**config.mk**
```make
export PLATFORM = sky130hd
export DESIGN_NAME = baud_gen
export DESIGN_NICKNAME = d
export VERILOG_FILES = /design/src/rtl/baud_gen_pkg.sv /design/src/rtl/baud_gen_ctrl.sv /design/src/rtl/baud_gen_dp.sv /design/src/rtl/baud_gen.sv
export SDC_FILE = /design/constraint.sdc
export NUM_CORES = 1
export LEC_CHECK = 0
export CORE_MARGIN = 2
export CORE_UTILIZATION = 45
export CTS_CLUSTER_DIAMETER = 120
export CTS_CLUSTER_SIZE = 25
export DETAILED_ROUTE_END_ITERATION = 10
export GPL_ROUTABILITY_DRIVEN = 0
export GPL_TIMING_DRIVEN = 0
export HOLD_SLACK_MARGIN = 0.03
export SYNTH_ARGS = -nofsm -noshare
export SYNTH_HDL_FRONTEND = slang
export SYNTH_SLANG_ARGS = --single-unit
```
**constraint.sdc**
```tcl
create_clock -name clk -period 2.1 [get_ports clk]
set_input_delay 0.21 -clock clk [delete_from_list [all_inputs] [get_ports clk]]
set_output_delay 0.21 -clock clk [all_outputs]
set_load 0.1 [all_outputs]
```
**src/rtl/baud_gen_pkg.sv**
```systemverilog
package baud_gen_pkg;

  typedef enum logic [1:0] {
    DIV_X1  = 2'b00,
    DIV_X16 = 2'b01,
    DIV_X32 = 2'b10,
    DIV_X64 = 2'b11
  } divSel_e;

  // strobes from control to datapath
  typedef struct packed {
    logic loadNow;
    logic srcTick;
  } bgStrobe_t;

  localparam int MAX_DIV      = 64;
  localparam int ADDR_CMD     = 0;
  localparam int ADDR_MODE    = 4;
  localparam int ADDR_TC_LO   = 12;
  localparam int ADDR_TC_HI   = 13;
  localparam int ADDR_CTL     = 14;
  localparam int ADDR_IE      = 15;
  localparam int CMD_CLR_STAT = 8'h10;

  function automatic int divRatio(divSel_e s);
    case (s)
      DIV_X16: return 16;
      DIV_X32: return 32;
      DIV_X64: return 64;
      default: return 1;
    endcase
  endfunction

endpackage

```
**src/rtl/baud_gen_ctrl.sv**
```systemverilog
module baud_gen_ctrl
  import baud_gen_pkg::*;
#(
  parameter int ADDR_W      = 4,
  parameter int DATA_W      = 8,
  parameter int SYNC_STAGES = 2,
  parameter int TC_W        = 2 * DATA_W
) (
  input  logic              clk,
  input  logic              rstN,
  input  logic              regWrEn,
  input  logic [ADDR_W-1:0] regAddr,
  input  logic [DATA_W-1:0] regWrData,
  input  logic              extClk,
  input  logic              zeroPulse,
  output bgStrobe_t         strobes,
  output logic [TC_W-1:0]   tcValue,
  output divSel_e           divSel,
  output logic              irq
);

  logic [DATA_W-1:0]    tcLoQ, tcHiQ;
  logic                 enableQ, srcSysQ, zeroIeQ, irqQ;
  divSel_e              divSelQ;
  logic [SYNC_STAGES:0] extPipe;
  logic                 extRise;
  logic                 wrLo, wrHi, wrCtl, wrMode, wrIe, clrCmd;

  always_comb begin
    wrLo   = regWrEn && (regAddr == ADDR_W'(ADDR_TC_LO));
    wrHi   = regWrEn && (regAddr == ADDR_W'(ADDR_TC_HI));
    wrCtl  = regWrEn && (regAddr == ADDR_W'(ADDR_CTL));
    wrMode = regWrEn && (regAddr == ADDR_W'(ADDR_MODE));
    wrIe   = regWrEn && (regAddr == ADDR_W'(ADDR_IE));
    clrCmd = regWrEn && (regAddr == ADDR_W'(ADDR_CMD)) &&
             (regWrData == DATA_W'(CMD_CLR_STAT));
  end

  assign extRise = extPipe[SYNC_STAGES-1] & ~extPipe[SYNC_STAGES];

  always_ff @(posedge clk or negedge rstN) begin
    if (!rstN) begin
      tcLoQ   <= '0;
      tcHiQ   <= '0;
      enableQ <= 1'b0;
      srcSysQ <= 1'b0;
      zeroIeQ <= 1'b0;
      divSelQ <= DIV_X1;
      irqQ    <= 1'b0;
      extPipe <= '0;
    end else begin
      extPipe <= {extPipe[SYNC_STAGES-1:0], extClk};
      if (wrLo) tcLoQ <= regWrData;
      if (wrHi) tcHiQ <= regWrData;
      if (wrCtl) begin
        enableQ <= regWrData[0];
        srcSysQ <= regWrData[1];
      end
      if (wrMode) divSelQ <= divSel_e'(regWrData[7:6]);
      if (wrIe) zeroIeQ <= regWrData[1];
      // a new event wins over a clear in the same cycle
      if (zeroPulse && zeroIeQ) irqQ <= 1'b1;
      else if (clrCmd)          irqQ <= 1'b0;
    end
  end

  always_comb begin
    strobes.loadNow = wrCtl && regWrData[0] && !enableQ;
    strobes.srcTick = enableQ && (srcSysQ || extRise);
  end

  assign tcValue = {tcHiQ, tcLoQ};
  assign divSel  = divSelQ;
  assign irq     = irqQ;

  assert_load_enables_R2: assert property (@(posedge clk) disable iff (!rstN)
    strobes.loadNow |=> enableQ);

  assert_irq_cause_R8: assert property (@(posedge clk) disable iff (!rstN)
    $rose(irqQ) |-> $past(zeroPulse && zeroIeQ));

  assert_irq_clear_R8: assert property (@(posedge clk) disable iff (!rstN)
    (clrCmd && !(zeroPulse && zeroIeQ)) |=> !irqQ);

endmodule

```
**src/rtl/baud_gen_dp.sv**
```systemverilog
module baud_gen_dp
  import baud_gen_pkg::*;
#(
  parameter int TC_W = 16
) (
  input  logic            clk,
  input  logic            rstN,
  input  bgStrobe_t       strobes,
  input  logic [TC_W-1:0] tcValue,
  input  divSel_e         divSel,
  output logic            bitClk,
  output logic            zeroPulse,
  output logic            sampleTick
);

  localparam int DIV_W = $clog2(MAX_DIV);

  logic [TC_W-1:0]  cntQ;
  logic             pendQ, bitClkQ, zeroQ, sampleQ;
  logic [DIV_W-1:0] divCntQ, divLast;
  logic             riseNow;

  always_comb divLast = DIV_W'(divRatio(divSel) - 1);

  assign riseNow = strobes.srcTick && !strobes.loadNow && pendQ && !bitClkQ;

  // terminal count, one reload tick, then toggle
  always_ff @(posedge clk or negedge rstN) begin
    if (!rstN) begin
      cntQ    <= '0;
      pendQ   <= 1'b0;
      bitClkQ <= 1'b0;
      zeroQ   <= 1'b0;
    end else begin
      zeroQ <= 1'b0;
      if (strobes.loadNow) begin
        cntQ    <= tcValue;
        pendQ   <= 1'b0;
        bitClkQ <= 1'b0;
      end else if (strobes.srcTick) begin
        if (pendQ) begin
          cntQ    <= tcValue;
          pendQ   <= 1'b0;
          bitClkQ <= ~bitClkQ;
        end else if (cntQ == '0) begin
          pendQ <= 1'b1;
          zeroQ <= 1'b1;
        end else begin
          cntQ <= cntQ - 1'b1;
        end
      end
    end
  end

  // sampling divider on rising bit-clock edges
  always_ff @(posedge clk or negedge rstN) begin
    if (!rstN) begin
      divCntQ <= '0;
      sampleQ <= 1'b0;
    end else begin
      sampleQ <= 1'b0;
      if (strobes.loadNow) begin
        divCntQ <= '0;
      end else if (riseNow) begin
        if (divCntQ >= divLast) begin
          divCntQ <= '0;
          sampleQ <= 1'b1;
        end else begin
          divCntQ <= divCntQ + 1'b1;
        end
      end
    end
  end

  assign bitClk     = bitClkQ;
  assign zeroPulse  = zeroQ;
  assign sampleTick = sampleQ;

  assert_toggle_after_zero_R7: assert property (@(posedge clk) disable iff (!rstN)
    ((bitClkQ != $past(bitClkQ)) && !$past(strobes.loadNow)) |-> $past(pendQ));

  assert_hold_idle_R5: assert property (@(posedge clk) disable iff (!rstN)
    (!strobes.srcTick && !strobes.loadNow) |=> ($stable(bitClkQ) && $stable(cntQ) && !zeroQ));

  assert_zero_single_R7: assert property (@(posedge clk) disable iff (!rstN)
    zeroQ |=> !zeroQ);

  assert_sample_single_R9: assert property (@(posedge clk) disable iff (!rstN)
    sampleQ |=> !sampleQ);

  assert_load_restart_R2: assert property (@(posedge clk) disable iff (!rstN)
    strobes.loadNow |=> ((cntQ == $past(tcValue)) && !bitClkQ && !pendQ));

endmodule

```
**src/rtl/baud_gen.sv**
```systemverilog
module baud_gen
  import baud_gen_pkg::*;
#(
  parameter int ADDR_W      = 4,
  parameter int DATA_W      = 8,
  parameter int SYNC_STAGES = 2
) (
  input  logic              clk,
  input  logic              rstN,
  input  logic              regWrEn,
  input  logic [ADDR_W-1:0] regAddr,
  input  logic [DATA_W-1:0] regWrData,
  input  logic              extClk,
  output logic              bitClk,
  output logic              sampleTick,
  output logic              zeroCount,
  output logic              irq
);

  localparam int TC_W = 2 * DATA_W;

  bgStrobe_t       strobes;
  logic [TC_W-1:0] tcValue;
  divSel_e         divSel;
  logic            zeroPulse;

  baud_gen_ctrl #(
    .ADDR_W(ADDR_W), .DATA_W(DATA_W), .SYNC_STAGES(SYNC_STAGES), .TC_W(TC_W)
  ) i_ctrl (
    .clk(clk), .rstN(rstN), .regWrEn(regWrEn), .regAddr(regAddr),
    .regWrData(regWrData), .extClk(extClk), .zeroPulse(zeroPulse),
    .strobes(strobes), .tcValue(tcValue), .divSel(divSel), .irq(irq)
  );

  baud_gen_dp #(.TC_W(TC_W)) i_dp (
    .clk(clk), .rstN(rstN), .strobes(strobes), .tcValue(tcValue),
    .divSel(divSel), .bitClk(bitClk), .zeroPulse(zeroPulse),
    .sampleTick(sampleTick)
  );

  assign zeroCount = zeroPulse;

endmodule

```
Yosys cells after proc, flatten, opt, wreduce, memory -nomap -nowiden
Cells that the tools add are included.

Register bits: 51. Logic and storage cells: 79.

Add/subtract/negate cells: 3. Order comparisons: 1. Eq/ne operators: 10. Mux-type cells: 22. Bitwise gates (word level): 3. Reductions and logical operators: 26.

Operator list (number): 2-to-1 mux 16 bit (4); 2-to-1 mux 6 bit (3); case mux 6 bit (3 select lines) (1); == test 4 bit, second input constant (4); zero test 16 bit (1); subtractor 16 x 1 -> 16 bit, second input constant (1); logical AND 1 bit (14); 2-to-1 mux 1 bit (14); == test 8 x 5 -> 1 bit, second input constant (1); nonzero test 2 bit (4); adder 6 x 1 -> 6 bit, second input constant (1); >= comparator 6 bit (1); subtractor 6 x 1 -> 6 bit, second input constant (1); == test 2 bit, second input constant (2); == test 4 x 3 -> 1 bit, second input constant (1); zero test 4 bit (1); AND reduction 2 bit (2); zero test 1 bit (3); != test 3 x 1 -> 1 bit, second input constant (1); == test 2 x 1 -> 1 bit, second input constant (1); NOT 1 bit (2); bitwise AND 1 bit (1); logical OR 1 bit (1).

Depth between registers and ports, before layout
Depth after elaboration: 10. Mapped depth: 8. Mapped depth without buffers: 7.

Hierarchy
A second synthesis with hierarchy kept.

Cells, all modules: 248. Area, all modules: 2622.5 um^2.

Modules (own cells, without submodules): baud_gen_dp (times used 1, cells each 184, area an instance 1612.8 um^2); baud_gen_ctrl (times used 1, cells each 64, area an instance 1009.7 um^2).

Least setup slack after synthesis
Ideal clock, no wire load.

Path kind: reg-to-reg. Start: register i_dp.cntQ[0]. End: register i_dp.cntQ[0]. Library setup time: 137 ps. Arrival time: 1686 ps. Path slack: 277 ps. Cell stages (with the launch flop): 9. Clock period less this slack: 1823 ps. Cell sequence: dfrtp_1 inv_1 ha_1 nor3b_2 nand4_1 o21a_1 buf_6 nor3_1 a311oi_2.

Word-level cells in the longest chain between the ends: 5.

RTL lines: from (decl) (line baud_gen_dp.sv:18) `logic [TC_W-1:0] cntQ;`; from (signal assigned) (line baud_gen_dp.sv:37) `cntQ <= tcValue;`; from (signal assigned) (line baud_gen_dp.sv:42) `cntQ <= tcValue;`; from (signal assigned) (line baud_gen_dp.sv:49) `cntQ <= cntQ - 1'b1;`; subtractor 16 x 1 -> 16 bit (line baud_gen_dp.sv:49); 2-to-1 mux 16 bit (line baud_gen_dp.sv:45) `end else if (cntQ == '0) begin`; 2-to-1 mux 16 bit (line baud_gen_dp.sv:41) `if (pendQ) begin`; 2-to-1 mux 16 bit (line baud_gen_dp.sv:40) `end else if (strobes.srcTick) begin`; 2-to-1 mux 16 bit (line baud_gen_dp.sv:36) `if (strobes.loadNow) begin`.

Parallel ways exist; a longest one is shown, timed or not. The select of a mux whose other input is x is not followed. A chain may end at the register's enable or synchronous reset.

Final worst setup path
Start: register i_dp.zeroQ (netlist: i_dp.zeroPulse). End: output zeroCount.

RTL lines: from (decl) (line baud_gen_dp.sv:19) `logic pendQ, bitClkQ, zeroQ, sampleQ;`; from (signal assigned) (line baud_gen_dp.sv:33) `zeroQ <= 1'b0;`; from (signal assigned) (line baud_gen_dp.sv:35) `zeroQ <= 1'b0;`; from (signal assigned) (line baud_gen_dp.sv:47) `zeroQ <= 1'b1;`; to (decl) (line baud_gen.sv:16) `output logic zeroCount,`.

No word-level cell between the ends.

==> key figures <==
Outcome
  • Outcome: completed

Cells and area
  • Ant diodes: 0
  • Layout area overhead: 18.1%
  • Final net count: about 310
  • Fill cells: between 500 and 600
  • Ratio of cells with drive above 1 in the final layout: 0.207
  • Post-route cell area: 3200 µm²

Yosys
  • Syn Std Cell Area: 2710 µm²
  • Synth warn: 0
  • Largest area contributor in the netlist: dfrtp_1
  • Post-synth ARST share: 1.00
  • Syn_nets: about 280
  • Most frequent cell after synthesis: dfrtp_1
  • Mapped Avg Cell Area: about 10 µm²
  • Most instantiated cells after synthesis: dfrtp_1, nor2_1, mux2_2, nand2_1, a21oi_1
  • Top FF cell, synth: dfrtp_1
  • Sequential share of the synthesized area: 0.471
  • Gate Count Post-Synth: 260
  • Top cells by area, synth: dfrtp_1, mux2_2, nor2_1
  • Yosys cell types: 60
  • Register bit count reported by yosys: a little over 50
  • Number of synthesized flops with an enable pin: 0
  • Share of the synthesized area in the top cell type: 0.471

Power
  • Reg power frac: 0.451
  • Net switching fraction of the power: 0.405
  • Clock share of power: 0.163
  • VDD IR-drop max: roughly 0.47 mV
  • Pwr Total: roughly 0.0036 W
  • Combinational cell fraction of total power: 0.385
  • Pwr Density: 1130 nW/µm²
  • LEAKAGE: approximately 1.3 nW
  • Internal Dissipation: ~0.0021 W
  • Sw Pwr: roughly 0.0015 W

STA
  • Min Tclk post-route: 2.04 ns
  • Worst-margin pin slew: between 0.9 and 1 ns
  • Final setup violation count: 0
  • Clock Skew: 0.00696 ns
  • Final worst slack: around 0.061 ns
  • Final period utilization: 0.971
  • Worst slew margin: 0.335
  • Final Hold Viols: 0
  • Fmax: between 400 and 500 MHz
  • Hold Slack: about 0.33 ns
  • Slew Limit Fails: 0
  • Sum Neg Setup Slack: 0 ns

Placed design
  • Post-DP Area: between 3000 and 4000 µm²
  • Pre-CTS setup slack: -0.364 ns
  • DP HPWL: between 4000 and 5000 µm
  • Port buffer count: 19

Route
  • DRT antenna net count: 0
  • Via density: slightly below 6
  • Final wirelength: around 6400 µm
  • WL/cell: around 17 µm
  • TritonRoute pass-1 iters: 4
  • Vias: roughly 2200
  • Residual DRC: 0
  • DR iter-0 viols: 181

Critical path
  • Crit-path cells: clkdlybuf4s50_1
  • Worst EP required: approximately 1.9 ns
  • CP max stage delay: around 1.2 ns
  • Crit path kind: register to output pin
  • Setup crit start kind: register
  • CP max stage cell: clkdlybuf4s50_1
  • Worst EP arrival: approximately 1.8 ns
  • CP Max Fanout: 2
  • Crit path max-delay family: buffers and inverters
  • Crit. End Element: output pin
  • Crit path buf inv count: 1

Global route
  • GRT Overall Usage: 0.207
  • Largest net degree at the start of global routing: 30
  • GRT overflow: 0
  • Vias in the first global route: around 2000
  • Global-route wire length before repair: 10400 µm
  • Initial antenna violation count: 0

Floorplan
  • Core box area: approximately 5900 µm²
  • Std cell rows: 28
  • I/O Pins: 20
  • Die area: between 6000 and 7000 µm²
  • Starting Density: 0.463
  • Die Y: around 82 µm
  • Die width: about 82 µm

Clock tree
  • Clk pin slew, worst setup/hold paths: roughly 0.09 ns
  • CTS Buf Count: 5
  • Total clock sinks: between 50 and 60
  • TritonCTS clock tree: built
  • Htree depth: 2
  • Clock Tree Buf Depth: 2
  • Clk Latency, worst-skew pair: between 0.3 and 0.4 ns
  • Root Driver: clkbuf_8

Flow run
  • Max Cap Viol: 0

Min path
  • Min-delay worst type: input port to register
worst reg2reg max path, delay by kind of cell, from the launching register on:
| family | cells | cell delay (ns) |
|---|---|---|
| and+or+nand+nor | 3 | 0.59 |
| DFF | 1 | 0.43 |
| buffers and inverters | 3 | 0.40 |
| AOI/OAI and AO/OA | 2 | 0.23 |
| adders and majority gates | 1 | 0.21 |
per-stage QoR:
| step | utilization | instances |
|---|---|---|
| after floorplan | - | 260 |
| after global routing | 0.547 | 369 |
| after detailed placement | 0.514 | 355 |
| final | 0.547 | 369 |
| after global placement | 0.511 | 354 |
| after CTS | 0.536 | 366 |
repair_timing:
action                                  4_1_cts  5_1_grt
buffers inserted                              2        3
resized for setup                             3       10
hold buffers                                  1        0
pin swaps                                     1        0
hold endpoints to repair                     22        0
endpoints found under the setup margin       14       20
sequential cells by signal, summed over array words and instances, names as in the netlist, 2 cells and up:
| signal | flops |
|---|---|
| i_dp.cntQ | 16 |
| i_ctrl.tcHiQ | 8 |
| i_ctrl.tcLoQ | 8 |
| i_dp.divCntQ | 6 |
| i_ctrl.extPipe | 3 |
| i_ctrl.divSel | 2 |
final timing paths:
check / start / endpoint / slack (ns) / cells past startpoint
min in group asynchronous: rstN / i_ctrl.extPipe[0] / 0.41 / 2
setup / recovery: i_dp.zeroPulse / zeroCount / 0.06 / 1
setup reg to reg: i_dp.cntQ[0] / i_dp.cntQ[0] / 0.10 / 9
hold reg to reg: i_ctrl.extPipe[0] / i_ctrl.extPipe[1] / 0.36 / 0
max in group asynchronous: rstN / i_dp.cntQ[14] / 1.15 / 3
hold / removal: extClk / i_ctrl.extPipe[0] / 0.33 / 1
cells in the final DEF, fill, tap and decap left out, types with 4 or more instances in the layout:
master | Yosys | final
dfrtp_1 | 51 | 50
nor2_1 | 33 | 33
mux2_2 | 21 | 21
nand2_1 | 18 | 18
clkdlybuf4s50_1 | 0 | 18
a21oi_1 | 16 | 16
nand4_1 | 7 | 7
nor3_1 | 6 | 6
buf_4 | 0 | 6
o21ai_0 | 6 | 6
inv_1 | 5 | 5
o21ai_1 | 6 | 5
and3_1 | 5 | 5
buf_2 | 5 | 5
mux2i_1 | 5 | 5
clkbuf_8 | 0 | 5
nand3_1 | 4 | 4
nor4_1 | 4 | 4
xor2_1 | 4 | 4
ha_1 | 5 | 4
power groups by stage:
stage | registers, W | logic [W] | clock network [W]
2_1_floorplan | 0.00161 | 0.000930 | 0
3_3_place_gp | 0.00163 | 0.00126 | 0
3_5_place_dp | 0.00164 | 0.00128 | 0
4_1_cts | 0.00162 | 0.00130 | 0.000609
5_1_grt | 0.00167 | 0.00155 | 0.000649
6_report | 0.00163 | 0.00139 | 0.000589
kinds of logic after synthesis:
logic type / after synthesis / synth area share
compound gates: 64 / 0.168
xor+xnor: 5 / 0.0162
fa+ha+maj: 5 / 0.0231
buf+inv: 14 / 0.0245
flops: 51 / 0.471
mux: 26 / 0.106
simple gates: 95 / 0.191
layout make-up:
class | instances | area [µm²] | area share
plain buffers | 8 | 47.5 | 0.0149
clock buffers | 5 | 68.8 | 0.0215
clock inverters | 3 | 22.5 | 0.00704
inverters | 6 | 22.5 | 0.00704
multi-input cells | 195 | 1410 | 0.442
flip-flops and latches | 51 | 1280 | 0.399
well taps | 75 | 93.8 | 0.0293
repair buffers | 26 | 253 | 0.0790
per-layer routing:
metal  part of all wire  routed length (µm)  vias up  GRT usage
met5                  0                   0        -          0
met4             0.0049                  31        0     0.0567
met3              0.043                 274        6     0.0352
met2               0.45                2900       61      0.298
met1               0.50                3170     1072      0.321
li1                   -                   -     1040          -
Note: power is estimated with default switching activity, not from simulation.
